### src/rtl/tmr_pkg.sv
`timescale 1ns/1ps
package tmr_pkg;

  typedef enum logic [2:0] {
    WSEL_LIMIT  = 3'd0,
    WSEL_COUNT  = 3'd1,
    WSEL_LIM_NR = 3'd2,
    WSEL_RUN    = 3'd3
  } word_sel_e;

  typedef struct packed {
    logic lim_wr;
    logic lim_nr_wr;
    logic hi_wr;
    logic lo_wr;
    logic run_wr;
    logic lim_rd;
  } tmr_cmd_t;

endpackage

### src/rtl/tmr_regdec.sv
`timescale 1ns/1ps
module tmr_regdec
  import tmr_pkg::*;
#(
  parameter int ADDR_W = 3
) (
  input  logic              wr_i,
  input  logic              rd_i,
  input  logic [ADDR_W-1:0] addr_i,
  input  logic              user_i,
  output tmr_cmd_t          cmd_o
);

  logic sel_lim, sel_cnt, sel_nr, sel_run;

  always_comb begin
    sel_lim = (addr_i == ADDR_W'(WSEL_LIMIT));
    sel_cnt = (addr_i == ADDR_W'(WSEL_COUNT));
    sel_nr  = (addr_i == ADDR_W'(WSEL_LIM_NR));
    sel_run = (addr_i == ADDR_W'(WSEL_RUN));

    cmd_o.lim_wr    = wr_i && sel_lim && !user_i;
    cmd_o.hi_wr     = wr_i && sel_lim && user_i;
    cmd_o.lo_wr     = wr_i && sel_cnt && user_i;
    cmd_o.lim_nr_wr = wr_i && sel_nr;
    cmd_o.run_wr    = wr_i && sel_run && user_i;
    cmd_o.lim_rd    = rd_i && sel_lim && !user_i;
  end

endmodule

### src/rtl/tmr_core.sv
`timescale 1ns/1ps
module tmr_core
  import tmr_pkg::*;
#(
  parameter int DATA_W   = 32,
  parameter int TICK_LSB = 9,
  localparam int LIM_W   = DATA_W - 1 - TICK_LSB,
  localparam int LO_W    = DATA_W - TICK_LSB,
  localparam int USR_W   = 2*DATA_W - 1 - TICK_LSB
) (
  input  logic              clk,
  input  logic              rst_n,
  input  logic              tick_i,
  input  logic              user_i,
  input  tmr_cmd_t          cmd_i,
  input  logic [DATA_W-1:0] wdata_i,
  output logic [USR_W-1:0]  cnt_o,
  output logic [LIM_W-1:0]  lim_o,
  output logic              reached_o,
  output logic              running_o,
  output logic              irq_o
);

  localparam int HI_W = USR_W - LO_W;

  logic [USR_W-1:0] cnt_q;
  logic [LIM_W-1:0] lim_q;
  logic             reached_q, running_q, irq_q, mode_q;

  logic [LIM_W-1:0] lim_eff, lim_cnt, lim_inc;
  logic             at_lim, hit, usr_wrap, advance, enter, leave;
  logic [USR_W-1:0] cnt_nxt;

  always_comb begin
    lim_eff  = (lim_q == '0) ? '1 : lim_q;
    lim_cnt  = cnt_q[LIM_W-1:0];
    lim_inc  = lim_cnt + 1'b1;
    at_lim   = (lim_cnt == lim_eff);
    advance  = tick_i && (!user_i || running_q);
    hit      = advance && !user_i && !at_lim && (lim_inc == lim_eff);
    usr_wrap = advance && user_i && (&cnt_q);
    enter    = user_i && !mode_q;
    leave    = !user_i && mode_q;
    if (user_i)      cnt_nxt = cnt_q + 1'b1;
    else if (at_lim) cnt_nxt = '0;
    else             cnt_nxt = {{(USR_W-LIM_W){1'b0}}, lim_inc};
  end

  always_ff @(posedge clk) begin
    if (!rst_n) begin
      cnt_q     <= '0;
      lim_q     <= '0;
      reached_q <= 1'b0;
      running_q <= 1'b1;
      irq_q     <= 1'b0;
      mode_q    <= 1'b0;
    end else begin
      mode_q <= user_i;
      if (advance) cnt_q <= cnt_nxt;
      if (hit) begin
        reached_q <= 1'b1;
        irq_q     <= 1'b1;
      end else if (cmd_i.lim_rd) begin
        reached_q <= 1'b0;
        irq_q     <= 1'b0;
      end
      if (usr_wrap) reached_q <= 1'b1;
      if (cmd_i.lim_wr) begin
        lim_q <= wdata_i[DATA_W-2:TICK_LSB];
        cnt_q <= '0;
        irq_q <= 1'b0;
      end
      if (cmd_i.lim_nr_wr) lim_q <= wdata_i[DATA_W-2:TICK_LSB];
      if (cmd_i.hi_wr) begin
        cnt_q[USR_W-1:LO_W] <= wdata_i[HI_W-1:0];
        reached_q           <= 1'b0;
      end
      if (cmd_i.lo_wr) begin
        cnt_q[LO_W-1:0] <= wdata_i[DATA_W-1:TICK_LSB];
        reached_q       <= 1'b0;
      end
      if (cmd_i.run_wr) running_q <= wdata_i[0];
      if (enter) begin
        irq_q     <= 1'b0;
        running_q <= 1'b0;
      end
      if (leave) begin
        running_q              <= 1'b1;
        cnt_q[USR_W-1:LIM_W]   <= '0;
      end
    end
  end

  assign cnt_o     = cnt_q;
  assign lim_o     = lim_q;
  assign reached_o = reached_q;
  assign running_o = running_q;
  assign irq_o     = irq_q;

  // a plain limit-mode tick below the limit adds exactly one unit
  p_tick_step_r2: assert property (@(posedge clk) disable iff (!rst_n)
    (tick_i && !user_i && !mode_q && !at_lim && !cmd_i.lim_wr)
      |=> (cnt_q[LIM_W-1:0] == LIM_W'($past(cnt_q[LIM_W-1:0]) + 1'b1)));

  // a tick taken while sitting at the limit reloads to zero
  p_reload_r3: assert property (@(posedge clk) disable iff (!rst_n)
    (tick_i && !user_i && !mode_q && at_lim && !cmd_i.lim_wr)
      |=> (cnt_q[LIM_W-1:0] == '0));

  // reading the limit word drops the flag and the interrupt
  p_read_clear_r4: assert property (@(posedge clk) disable iff (!rst_n)
    (cmd_i.lim_rd && !hit) |=> (!reached_q && !irq_q));

  // limit write restarts the count and lowers the interrupt
  p_limit_write_r6: assert property (@(posedge clk) disable iff (!rst_n)
    cmd_i.lim_wr |=> (cnt_q == '0 && !irq_q));

  // no interrupt while user mode is held
  p_no_irq_user_r9: assert property (@(posedge clk) disable iff (!rst_n)
    (user_i && mode_q) |-> !irq_q);

  // run bit follows the status write
  p_run_write_r10: assert property (@(posedge clk) disable iff (!rst_n)
    (cmd_i.run_wr && mode_q) |=> (running_q == $past(wdata_i[0])));

  // entering user mode stops the counter and drops the interrupt
  p_enter_user_r11: assert property (@(posedge clk) disable iff (!rst_n)
    $rose(user_i) |=> (!running_q && !irq_q));

  // leaving user mode starts the counter
  p_leave_user_r11: assert property (@(posedge clk) disable iff (!rst_n)
    $fell(user_i) |=> running_q);

endmodule

### src/rtl/tmr_rdmux.sv
`timescale 1ns/1ps
module tmr_rdmux
  import tmr_pkg::*;
#(
  parameter int DATA_W   = 32,
  parameter int TICK_LSB = 9,
  parameter int ADDR_W   = 3,
  localparam int LIM_W   = DATA_W - 1 - TICK_LSB,
  localparam int LO_W    = DATA_W - TICK_LSB,
  localparam int USR_W   = 2*DATA_W - 1 - TICK_LSB
) (
  input  logic [ADDR_W-1:0] addr_i,
  input  logic              user_i,
  input  logic [USR_W-1:0]  cnt_i,
  input  logic [LIM_W-1:0]  lim_i,
  input  logic              reached_i,
  input  logic              running_i,
  output logic [DATA_W-1:0] rdata_o
);

  localparam logic [TICK_LSB-1:0] LOW_ZERO = '0;

  always_comb begin
    unique case (addr_i)
      ADDR_W'(WSEL_LIMIT):
        rdata_o = user_i ? {reached_i, cnt_i[USR_W-1:LO_W]}
                         : {reached_i, lim_i, LOW_ZERO};
      ADDR_W'(WSEL_COUNT):
        rdata_o = user_i ? {cnt_i[LO_W-1:0], LOW_ZERO}
                         : {reached_i, cnt_i[LIM_W-1:0], LOW_ZERO};
      ADDR_W'(WSEL_RUN):
        rdata_o = {{(DATA_W-1){1'b0}}, running_i};
      default:
        rdata_o = '0;
    endcase
  end

endmodule

### src/rtl/proc_cnt_timer.sv
`timescale 1ns/1ps
module proc_cnt_timer
  import tmr_pkg::*;
#(
  parameter int DATA_W   = 32,
  parameter int TICK_LSB = 9,
  parameter int ADDR_W   = 3
) (
  input  logic              clk,
  input  logic              rst_n,
  input  logic              tick_en,
  input  logic              user_mode,
  input  logic              reg_wr,
  input  logic              reg_rd,
  input  logic [ADDR_W-1:0] reg_addr,
  input  logic [DATA_W-1:0] reg_wdata,
  output logic [DATA_W-1:0] reg_rdata,
  output logic              irq
);

  localparam int LIM_W = DATA_W - 1 - TICK_LSB;
  localparam int USR_W = 2*DATA_W - 1 - TICK_LSB;

  tmr_cmd_t         cmd;
  logic [USR_W-1:0] cnt;
  logic [LIM_W-1:0] lim;
  logic             reached, running;

  tmr_regdec #(.ADDR_W(ADDR_W)) u_dec (
    .wr_i   (reg_wr),
    .rd_i   (reg_rd),
    .addr_i (reg_addr),
    .user_i (user_mode),
    .cmd_o  (cmd)
  );

  tmr_core #(.DATA_W(DATA_W), .TICK_LSB(TICK_LSB)) u_core (
    .clk       (clk),
    .rst_n     (rst_n),
    .tick_i    (tick_en),
    .user_i    (user_mode),
    .cmd_i     (cmd),
    .wdata_i   (reg_wdata),
    .cnt_o     (cnt),
    .lim_o     (lim),
    .reached_o (reached),
    .running_o (running),
    .irq_o     (irq)
  );

  tmr_rdmux #(.DATA_W(DATA_W), .TICK_LSB(TICK_LSB), .ADDR_W(ADDR_W)) u_rd (
    .addr_i    (reg_addr),
    .user_i    (user_mode),
    .cnt_i     (cnt),
    .lim_i     (lim),
    .reached_i (reached),
    .running_i (running),
    .rdata_o   (reg_rdata)
  );

endmodule

### config.mk
export PLATFORM = sky130hd
export DESIGN_NAME = proc_cnt_timer
export DESIGN_NICKNAME = d
export VERILOG_FILES = /design/src/rtl/tmr_pkg.sv /design/src/rtl/tmr_regdec.sv /design/src/rtl/tmr_core.sv /design/src/rtl/tmr_rdmux.sv /design/src/rtl/proc_cnt_timer.sv
export SDC_FILE = /design/constraint.sdc
export NUM_CORES = 1
export LEC_CHECK = 0
export BUFFER_PORTS_ARGS = -buffer_cell sky130_fd_sc_hd__buf_2
export CAP_MARGIN = 20
export CELL_PAD_IN_SITES_DETAIL_PLACEMENT = 0
export CELL_PAD_IN_SITES_GLOBAL_PLACEMENT = 1
export CORE_AREA = 8 8 137 139
export CTS_BUF_LIST = sky130_fd_sc_hd__clkbuf_8
export DETAILED_ROUTE_END_ITERATION = 10
export DIE_AREA = 0 0 145 147
export HOLD_SLACK_MARGIN = 0.15
export PLACE_DENSITY = 0.83
export REMOVE_ABC_BUFFERS = 1
export SLEW_MARGIN = 20
export SYNTH_ARGS = -nofsm -noshare
export SYNTH_HDL_FRONTEND = slang
export SYNTH_HIERARCHICAL = 1
export SYNTH_SLANG_ARGS = --single-unit
### constraint.sdc
create_clock -name clk -period 4.55 [get_ports clk]
set_input_delay 0.455 -clock clk [delete_from_list [all_inputs] [get_ports clk]]
set_output_delay 0.455 -clock clk [all_outputs]
set_load 0.03 [all_outputs]
==> insert_results.sql, run 1 <==
INSERT INTO impl_metrics (metric_group, metric, value, unit) VALUES
('route', 'avgRoutedWirePerCell', '21.3', 'microns'),
('run', 'cap_viol_max_count', '0', ''),
('layout', 'synthToLayoutAreaGrowth', '11.4', '%'),
('clock_tree', 'clkLatencyLatePin', '390', 'ps'),
('die', 'row_count', '48', ''),
('clock_tree', 'worst_setup_hold_path_clk_slew', '90', 'ps'),
('synthesis', 'seq_area_frac_synth', '0.251', ''),
('worst_setup_path', 'cp_data_required_time', '4830', 'ps'),
('route', 'starting_drt_drc_count', '690', ''),
('sta', 'grt_setup_unrepaired', 'no', ''),
('clock_tree', 'cts_tree', 'built', ''),
('worst_setup_path', 'crit_path_start_kind', 'flip-flop', ''),
('route', 'num_vias', '6997', ''),
('worst_setup_path', 'timing.setup.critical_path_class', 'flip-flop to flip-flop', ''),
('sta', 'maxClockFrequency', '0.269', 'GHz'),
('synthesis', 'syn_inst', '870', ''),
('route', 'antenna_violating_nets_post_route', '0', ''),
('sta', 'timing.final.crit_share', '0.817', ''),
('worst_hold_path', 'hold_class', 'input port to flip-flop', ''),
('grt', 'grt_first_pass_wirelength', '37500', 'microns'),
('power', 'p_leak', '2.50', 'nW'),
('die', 'fp.dieH', '147', 'microns'),
('die', 'die-area', '21300', 'sq um'),
('synthesis', 'synth-warning-count', '6', ''),
('die', 'horizontal_die_dimension', '145', 'microns'),
('grt', 'overflow', '0', ''),
('synthesis', 'syn_area', '6380', 'sq um'),
('worst_setup_path', 'cells_traversed_along_the_worst_timing_path', 'nor4_1, nand4_2, nor2_2, nand4_1, a221oi_1, nand4_1, a221oi_1, nor2_1', ''),
('layout', 'antenna_cells', '0', ''),
('clock_tree', 'clock_sink_count', '80', ''),
('route', 'drt_pass1_iterations', '6', ''),
('grt', 'groute.usage.overall', '0.218', ''),
('clock_tree', 'ctsRootBufferMaster', 'clkbuf_8', ''),
('synthesis', 'post-synth-top-area-fraction', '0.251', ''),
('run_status', 'run_status', 'finished, final reports clean', ''),
('synthesis', 'post-synth-top-area-cell', 'dfxtp_1', ''),
('layout', 'share_of_cells_above_drive_strength_1', '0.152', ''),
('synthesis', 'post_synthesis_area_per_instance', '7.33', 'sq um'),
('synthesis', 'ys_dominant_reg_cell', 'dfxtp_1', ''),
('grt', 'grt_antenna_before_repair', '0', ''),
('power', 'power.density_cell_area', '271', 'nW/um^2'),
('worst_setup_path', 'timing.critical_path.to_type', 'flip-flop', ''),
('power', 'ir_drop', '0.178', 'mV'),
('worst_setup_path', 'r2r.worst_path.cells', '8', ''),
('clock_tree', 'cts_setup_buffers', '0', ''),
('grt', 'grt_pass1_vias', '6471', ''),
('route', 'vias_per_cell', '6.20', ''),
('worst_setup_path', 'crit_path_top_delay_cell', 'nand4_1', ''),
('die', 'floorplan.io_pins', '74', ''),
('sta', 'finalWorstPathRequiredPeriod', '3720', 'ps'),
('worst_setup_path', 'crit_arrival', '4000', 'ps'),
('grt', 'grt_start_max_net_pins', '42', ''),
('worst_setup_path', 'cpPeakStageDelay', '720', 'ps'),
('synthesis', 'synthArstFlopShare', '0', ''),
('sta', 'slew_headroom', '0.268', ''),
('route', 'detail_route.drc_violations', '0', ''),
('place', 'preCtsSetupSlack', '849', 'ps'),
('clock_tree', 'htreeDepth', '3', ''),
('place', 'detailedPlacementHpwl', '17200', 'microns'),
('layout', 'nNetsFinal', '940', ''),
('die', 'initial_utilization', '0.381', ''),
('sta', 'totalNegativeSetupSlack', '0', 'ps'),
('synthesis', 'synth-edff-count', '0', ''),
('sta', 'final-max-slew-violation-count', '0', ''),
('route', 'wirelength', '24000', 'microns'),
('sta', 'final-setup-viol-count', '0', ''),
('die', 'design.core.area', '16800', 'sq um'),
('place', 'routabilityCongestion', '0.945', ''),
('synthesis', 'synth-seq-cells', '80', ''),
('clock_tree', 'tritoncts_buffer_count', '9', ''),
('clock_tree', 'cts_resized', '0', ''),
('sta', 'fin_hold_ws', '345', 'ps'),
('sta', 'least_margin_pin_slew', '1100', 'ps'),
('sta', 'clock-skew-final', '17.5', 'ps'),
('place', 'number_of_i_o_port_buffers', '73', ''),
('sta', 'fin_ws', '831', 'ps'),
('worst_hold_path', 'timing.hold.worst_path_depth', '3', ''),
('clock_tree', 'number_of_hold_buffers_added_after_cts', '0', ''),
('synthesis', 'synth_area_leaders', 'dfxtp_1 25%, nand2_1 7.6%, a21oi_1 6.4%', ''),
('synthesis', 'synth_unique_cells', '74', ''),
('sta', 'final_hold_viol_count', '0', ''),
('clock_tree', 'cts.path.max_buffers', '2', ''),
('worst_setup_path', 'critical_path_peak_fanout', '17', '');
## cell type report
cell class | count | area [sq um]
timing repair buffer | 89 | 493
inverter | 12 | 45.0
tap | 225 | 282
fill | 1746 | 9650
clock inverter | 7 | 143
sequential | 80 | 1600
clock buffer | 9 | 124
multi-input combinational | 706 | 4420
## synth_stat cells, drive strengths merged (23+ instances only)
master,n
xnor2,26
nand2,129
nor4,32
a21oi,81
clkbuf,49
dfxtp,80
nand3,33
a22oi,30
mux2i,26
nor2,55
buf,23
nor3,29
o21ai,57
## power by group
group	total [mW]	leakage, nW	switching, mW	internal (mW)
combinational	0.427	1.71	0.269	0.158
clock	0.717	0.134	0.295	0.422
sequential	0.780	0.649	0.0578	0.722
## routing by layer
layer | global-route usage | routed length (microns)
met1 | 0.290 | 10800
met2 | 0.335 | 10600
met3 | 0.0468 | 1780
met4 | 0.0878 | 855
met5 | 0 | 0
## metrics by stage
stage	area [sq um]	std cells	util	total power [mW]
3_3_place_gp	6820	1111	0.407	1.21
6_report	7110	1128	0.424	1.92
3_5_place_dp	6820	1111	0.407	1.21
5_1_grt	7110	1128	0.424	2.00
4_1_cts	7090	1127	0.423	1.92
2_1_floorplan	6050	798	-	1.05
## final timing paths
kind	startpoint	endpoint	slack, ps
min reg2reg	u_core/irq_o	u_core/irq_o	510
max reg2reg	u_core/lim_o[13]	u_core/cnt_o[7]	830
min	reg_wdata[24]	u_core/lim_o[15]	340
max	u_core/lim_o[13]	u_core/cnt_o[7]	830
## kinds of logic (layout without fill, tap and decap cells)
family                     after synthesis  count (layout)  share of synthesized area
AOI/OAI and AO/OA                      263             263                      0.270
xor gates and xnor gates                44              44                     0.0626
buffers and inverters                   84             117                     0.0583
DFF                                     80              80                      0.251
muxes                                   26              26                     0.0408
adders and majority gates                1               1                    0.00196
and+or+nand+nor                        372             372                      0.316
## layout by cell type (no fill, tap or decap), drive strengths merged, types with 7 or more instances in the layout
master   count
nand2      129
buf         89
a21oi       81
dfxtp       80
o21ai       57
nor2        55
nand3       33
nor4        32
a22oi       30
nor3        29
xnor2       26
mux2i       26
o2bb2ai     22
and3        20
xor2        17
and2        16
nand4       15
a31oi       13
o31ai       13
inv         12
clkbuf       9
a221oi       8
and4         7
nand2b       7
## state kept, by name, indices dropped and copies added (netlist names)
signal,flops
u_core/cnt_o,54
u_core/irq_o,1
u_core/lim_o,22
u_core/mode_q,1
u_core/reached_o,1
u_core/running_o,1
## critical path, delay by kind of cell (launching register included)
family          cells  cell delay, ps
flops               1             370
compound gates      2             850
simple gates        6            2370
(Power assumes the default switching activity.)
==> inputs of run 2 (changes only) <==
PLACE_DENSITY = 0.86   (was 0.83)
clock period = 3.3 ns   (was 4.55 ns; I/O delays follow)
==> insert_results.sql, run 2 (synthesis results as in run 1) <==
INSERT INTO impl_metrics (metric_group, metric, value, unit) VALUES
('run_status', 'run_status', 'finished, final reports clean', ''),
('layout', 'share_of_cells_above_drive_strength_1', '0.194', ''),
('worst_hold_path', 'timing.hold.worst_path_depth', '3', ''),
('route', 'vias_per_cell', '6.19', ''),
('sta', 'final_hold_viol_count', '0', ''),
('worst_setup_path', 'startpoint', 'u_core/cnt_o[0]', ''),
('worst_setup_path', 'crit_arrival', '3410', 'ps'),
('grt', 'overflow', '0', ''),
('power', 'p_leak', '2.75', 'nW'),
('die', 'design.core.area', '16800', 'sq um'),
('run', 'cap_viol_max_count', '0', ''),
('route', 'avgRoutedWirePerCell', '21.1', 'microns'),
('die', 'fp.dieH', '147', 'microns'),
('worst_setup_path', 'r2r.worst_path.cells', '9', ''),
('sta', 'final-setup-viol-count', '0', ''),
('clock_tree', 'worst_setup_hold_path_clk_slew', '80', 'ps'),
('layout', 'final_cell_count_no_fill', '1180', ''),
('place', 'number_of_i_o_port_buffers', '73', ''),
('worst_setup_path', 'timing.critical_path.to_type', 'flip-flop', ''),
('worst_setup_path', 'crit_path_start_kind', 'flip-flop', ''),
('worst_setup_path', 'crit-reg2reg-launch', 'u_core/cnt_o[0]', ''),
('clock_tree', 'clkLatencyLatePin', '370', 'ps'),
('sta', 'slew_headroom', '0.580', ''),
('layout', 'antenna_cells', '0', ''),
('sta', 'timing.final.crit_share', '0.950', ''),
('die', 'horizontal_die_dimension', '145', 'microns'),
('place', 'routabilityCongestion', '0.982', ''),
('die', 'initial_utilization', '0.381', ''),
('die', 'row_count', '48', ''),
('clock_tree', 'clock_sink_count', '80', ''),
('power', 'power.density_cell_area', '322', 'nW/um^2'),
('place', 'preCtsSetupSlack', '218', 'ps'),
('worst_hold_path', 'hold_path_startpoint', 'reg_wdata[20]', ''),
('route', 'starting_drt_drc_count', '841', ''),
('clock_tree', 'ctsRootBufferMaster', 'clkbuf_8', ''),
('route', 'drt_pass1_iterations', '5', ''),
('layout', 'finalInstanceArea', '7420', 'sq um'),
('layout', 'layout.cells.most_common_list', '129 x nand2_1, 81 x a21oi_1, 80 x dfxtp_1', ''),
('layout', 'mostFrequentLayoutCell', 'nand2_1', ''),
('layout', 'n_fill_cell', '1741', ''),
('place', 'dp.cells', '1165', ''),
('route', 'wirelength', '24900', 'microns'),
('route', 'num_vias', '7302', ''),
('sta', 'clock-skew-final', '9.66', 'ps'),
('worst_hold_path', 'hold_class', 'input port to flip-flop', ''),
('layout', 'synthToLayoutAreaGrowth', '16.4', '%'),
('power', 'fin_total_pwr', '2.39', 'mW'),
('place', 'detailedPlacementHpwl', '18600', 'microns'),
('worst_setup_path', 'critical_path_peak_fanout', '6', ''),
('clock_tree', 'cts_resized', '0', ''),
('route', 'detail_route.drc_violations', '0', ''),
('sta', 'least_margin_pin_slew', '627', 'ps'),
('clock_tree', 'cts.path.max_buffers', '2', ''),
('worst_setup_path', 'timing.setup.critical_path_class', 'flip-flop to flip-flop', ''),
('layout', 'flip_flop_count_of_the_largest_register_after_layout', '54', ''),
('die', 'floorplan.io_pins', '74', ''),
('place', 'placed_cell_area', '7240', 'sq um'),
('die', 'die-area', '21300', 'sq um'),
('clock_tree', 'cts_setup_buffers', '0', ''),
('layout', 'nNetsFinal', '993', ''),
('worst_setup_path', 'cp_data_required_time', '3580', 'ps'),
('sta', 'fin_ws', '164', 'ps'),
('grt', 'grt_antenna_before_repair', '0', ''),
('clock_tree', 'number_of_hold_buffers_added_after_cts', '0', ''),
('clock_tree', 'cts_tree', 'built', ''),
('sta', 'grt_setup_unrepaired', 'no', ''),
('route', 'antenna_violating_nets_post_route', '0', ''),
('clock_tree', 'tritoncts_buffer_count', '9', ''),
('clock_tree', 'htreeDepth', '3', ''),
('grt', 'grt_first_pass_wirelength', '38800', 'microns'),
('sta', 'finalWorstPathRequiredPeriod', '3140', 'ps'),
('sta', 'final-max-slew-violation-count', '0', ''),
('grt', 'grt_start_max_net_pins', '42', ''),
('sta', 'maxClockFrequency', '0.319', 'GHz'),
('grt', 'grt_pass1_vias', '6738', ''),
('grt', 'groute.usage.overall', '0.225', ''),
('power', 'ir_drop', '0.230', 'mV');
-- run 2: layout make-up --
type	count	area, sq um	area share
inverters	12	45.0	0.00607
clock inverters	4	15.0	0.00202
clock buffers	11	151	0.0204
repair buffers	142	896	0.121
flip-flops and latches	80	1600	0.216
well taps	225	282	0.0379
multi-input cells	706	4430	0.597
-- run 2: path summary, 6_finish.rpt --
path	endpoint	slack [ps]
hold / removal	u_core/lim_o[11]	230
setup / recovery	u_core/reached_o	160
setup reg to reg	u_core/reached_o	160
hold reg to reg	u_core/irq_o	520
-- run 2: worst max-delay path, stage by stage (launching register included) --
cell and delay, ps:
dfxtp_1 340, ha_1 260, nand4_1 300, nor4_2 510
xnor2_1 230, o221a_2 230, o211a_1 130, o22ai_1 90
or4_4 600, a2111oi_4 360
-- run 2: through the flow --
stage,utilization,TNS [ps],hold slack (ps)
finish,0.443,0,227
CTS,0.442,0,211
detailed placement,0.432,0,503
global placement,0.432,0,499
global route,0.443,0,222
floorplan,-,-3270,466
-- run 2: power by group --
| group | leakage [nW] | switching (mW) | internal, mW | total, mW |
|---|---|---|---|---|
| registers | 0.649 | 0.0334 | 0.996 | 1.03 |
| clock network | 0.100 | 0.365 | 0.301 | 0.666 |
| logic | 2.00 | 0.437 | 0.259 | 0.696 |
| total | 2.75 | 0.835 | 1.56 | 2.39 |
-- run 2: routing by layer --
layer	global-route usage	up-vias	wire, microns
met1	0.296	3455	10900
met5	0	-	0
met3	0.0468	54	2090
met4	0.0936	0	824
met2	0.352	404	11100
li1	-	3389	-
==> inputs of run 3 (changes only) <==
CORE_AREA = 8 8 158 160   (was 8 8 137 139)
DIE_AREA = 0 0 166 168   (was 0 0 145 147)
PLACE_DENSITY = 0.69   (was 0.86)
==> insert_results.sql, run 3 (synthesis results as in run 1) <==
INSERT INTO impl_metrics (metric_group, metric, value, unit) VALUES
('place', 'routabilityCongestion', '0.899', ''),
('sta', 'final_hold_viol_count', '0', ''),
('power', 'power.density_cell_area', '320', 'nW/um^2'),
('worst_setup_path', 'timing.rr.end', 'u_core/reached_o', ''),
('layout', 'share_of_cells_above_drive_strength_1', '0.202', ''),
('place', 'placed_cell_area', '7350', 'sq um'),
('sta', 'fin_ws', '175', 'ps'),
('route', 'wirelength', '27200', 'microns'),
('sta', 'slew_headroom', '0.274', ''),
('worst_hold_path', 'hold_path_startpoint', 'reg_wdata[29]', ''),
('layout', 'finalInstanceArea', '7540', 'sq um'),
('layout', 'antenna_cells', '0', ''),
('clock_tree', 'clock_sink_count', '80', ''),
('clock_tree', 'cts_tree', 'built', ''),
('layout', 'n_fill_cell', '2458', ''),
('sta', 'finalWorstPathRequiredPeriod', '3130', 'ps'),
('grt', 'grt_pass1_vias', '6950', ''),
('route', 'detail_route.drc_violations', '0', ''),
('route', 'antenna_violating_nets_post_route', '0', ''),
('place', 'detailedPlacementHpwl', '20300', 'microns'),
('clock_tree', 'number_of_hold_buffers_added_after_cts', '0', ''),
('layout', 'flip_flop_count_of_the_largest_register_after_layout', '54', ''),
('route', 'drt_pass1_iterations', '5', ''),
('worst_setup_path', 'cp_data_required_time', '3590', 'ps'),
('layout', 'postLayoutCoreUtil', '0.337', ''),
('die', 'die-area', '27900', 'sq um'),
('layout', 'nNetsFinal', '1000', ''),
('clock_tree', 'clkLatencyLatePin', '380', 'ps'),
('sta', 'least_margin_pin_slew', '1090', 'ps'),
('layout', 'mostFrequentLayoutCell', 'nand2_1', ''),
('run_status', 'run_status', 'finished, final reports clean', ''),
('worst_setup_path', 'crit-reg2reg-launch', 'u_core/cnt_o[0]', ''),
('worst_setup_path', 'timing.critical_path.to_type', 'flip-flop', ''),
('grt', 'overflow', '0', ''),
('worst_setup_path', 'r2r.worst_path.cells', '9', ''),
('grt', 'grt_first_pass_wirelength', '42300', 'microns'),
('sta', 'clock-skew-final', '12.8', 'ps'),
('worst_setup_path', 'crit_arrival', '3410', 'ps'),
('sta', 'timing.final.crit_share', '0.947', ''),
('sta', 'grt_setup_unrepaired', 'no', ''),
('clock_tree', 'cts.path.max_buffers', '2', ''),
('die', 'floorplan.io_pins', '74', ''),
('layout', 'final_cell_count_no_fill', '1248', ''),
('clock_tree', 'htreeDepth', '3', ''),
('grt', 'grt_antenna_before_repair', '0', ''),
('route', 'routed.top_layer', 'met4', ''),
('clock_tree', 'worst_setup_hold_path_clk_slew', '90', 'ps'),
('worst_hold_path', 'hold_path_end', 'u_core/lim_o[20]', ''),
('power', 'p_leak', '2.77', 'nW'),
('sta', 'final-setup-viol-count', '0', ''),
('run', 'cap_viol_max_count', '0', ''),
('route', 'wl_met2', '12100', 'microns'),
('worst_setup_path', 'critical_path_peak_fanout', '6', ''),
('die', 'horizontal_die_dimension', '166', 'microns'),
('clock_tree', 'ctsRootBufferMaster', 'clkbuf_8', ''),
('die', 'design.core.area', '22400', 'sq um'),
('clock_tree', 'tritoncts_buffer_count', '9', ''),
('route', 'route.met3.wl', '2060', 'microns'),
('grt', 'groute.usage.overall', '0.190', ''),
('place', 'dp.cells', '1230', ''),
('route', 'num_vias', '7191', ''),
('power', 'ir_drop', '0.184', 'mV'),
('worst_hold_path', 'timing.hold.worst_path_depth', '3', ''),
('die', 'row_count', '55', ''),
('worst_setup_path', 'reg_to_reg_slack_setup', '170', 'ps'),
('place', 'preCtsSetupSlack', '212', 'ps'),
('worst_hold_path', 'hold_class', 'input port to flip-flop', ''),
('place', 'number_of_i_o_port_buffers', '73', ''),
('sta', 'final-max-slew-violation-count', '0', ''),
('die', 'initial_utilization', '0.285', ''),
('worst_setup_path', 'timing.setup.critical_path_class', 'flip-flop to flip-flop', ''),
('route', 'starting_drt_drc_count', '683', ''),
('route', 'vias_per_cell', '5.76', ''),
('die', 'fp.dieH', '168', 'microns'),
('layout', 'layout.cells.most_common_list', '129 x nand2_1, 81 x a21oi_1, 80 x dfxtp_1', ''),
('sta', 'maxClockFrequency', '0.320', 'GHz'),
('layout', 'synthToLayoutAreaGrowth', '18.3', '%'),
('grt', 'grt_start_max_net_pins', '42', ''),
('route', 'routedLengthMet1', '12500', 'microns'),
('worst_setup_path', 'crit_path_start_kind', 'flip-flop', ''),
('route', 'avgRoutedWirePerCell', '21.8', 'microns');
## run 3: changes by cell type in the layout (fill, tap and decap cells not counted), sizes merged
cell	delta
clkbuf	-1
inv	-1
buf	+7
clkinvlp	+1
clkinv	+2
## run 3: per-stage QoR
stage	hold slack, ps	power [mW]	TNS [ps]
finish	223	2.42	0
global route	217	2.53	0
CTS	215	2.41	0
detailed placement	493	1.75	0
global placement	494	1.75	0
floorplan	466	1.45	-3270
## run 3: worst max path at each step
stage	from	to	slack [ps]	depth (start not counted)
after CTS	u_core/lim_o[0]	u_core/reached_o	200	8
after global placement	u_core/lim_o[0]	u_core/reached_o	250	8
final	u_core/cnt_o[0]	u_core/reached_o	170	9
after global routing	u_core/lim_o[4]	u_core/cnt_o[7]	40	10
after floorplan	reg_addr[2]	u_core/cnt_o[41]	-390	8
after detailed placement	u_core/lim_o[0]	u_core/reached_o	210	8
## run 3: final cells by class
| type | count | area [sq um] | share of cell area |
|---|---|---|---|
| multi-input combinational | 706 | 4440 | 0.588 |
| sequential | 80 | 1600 | 0.212 |
| timing repair buffer | 149 | 936 | 0.124 |
| tap | 285 | 357 | 0.0473 |
| clock buffer | 10 | 138 | 0.0182 |
| inverter | 12 | 45.0 | 0.00597 |
| clock inverter | 6 | 28.8 | 0.00382 |
## run 3: where the power goes
group / internal (mW) / leakage [nW] / switching (mW)
combinational: 0.266 / 2.03 / 0.450
clock: 0.284 / 0.0958 / 0.384
sequential: 0.996 / 0.649 / 0.0358
total: 1.55 / 2.77 / 0.870
## run 3: timing repair
action / 4_1_cts / 5_1_grt
endpoints found under the setup margin: 0 / 2
buffers inserted: 0 / 1
resized for setup: 0 / 2
hold endpoints to repair: 0 / 0
## run 3: worst max-delay path: stages, from the launching register on
cell       delay (ps)
dfxtp_1           370
ha_1              290
nand3_1           160
xor2_1            230
o22ai_1           110
or3_1             350
nor4_1            420
o22ai_1           150
or4_4             610
a2111oi_4         360
## run 3: layer usage
metal / global-route usage / up-vias
li1: - / 3411
met1: 0.261 / 3446
met2: 0.296 / 298
met3: 0.0386 / 36
met4: 0.0577 / 0
met5: 0 / -
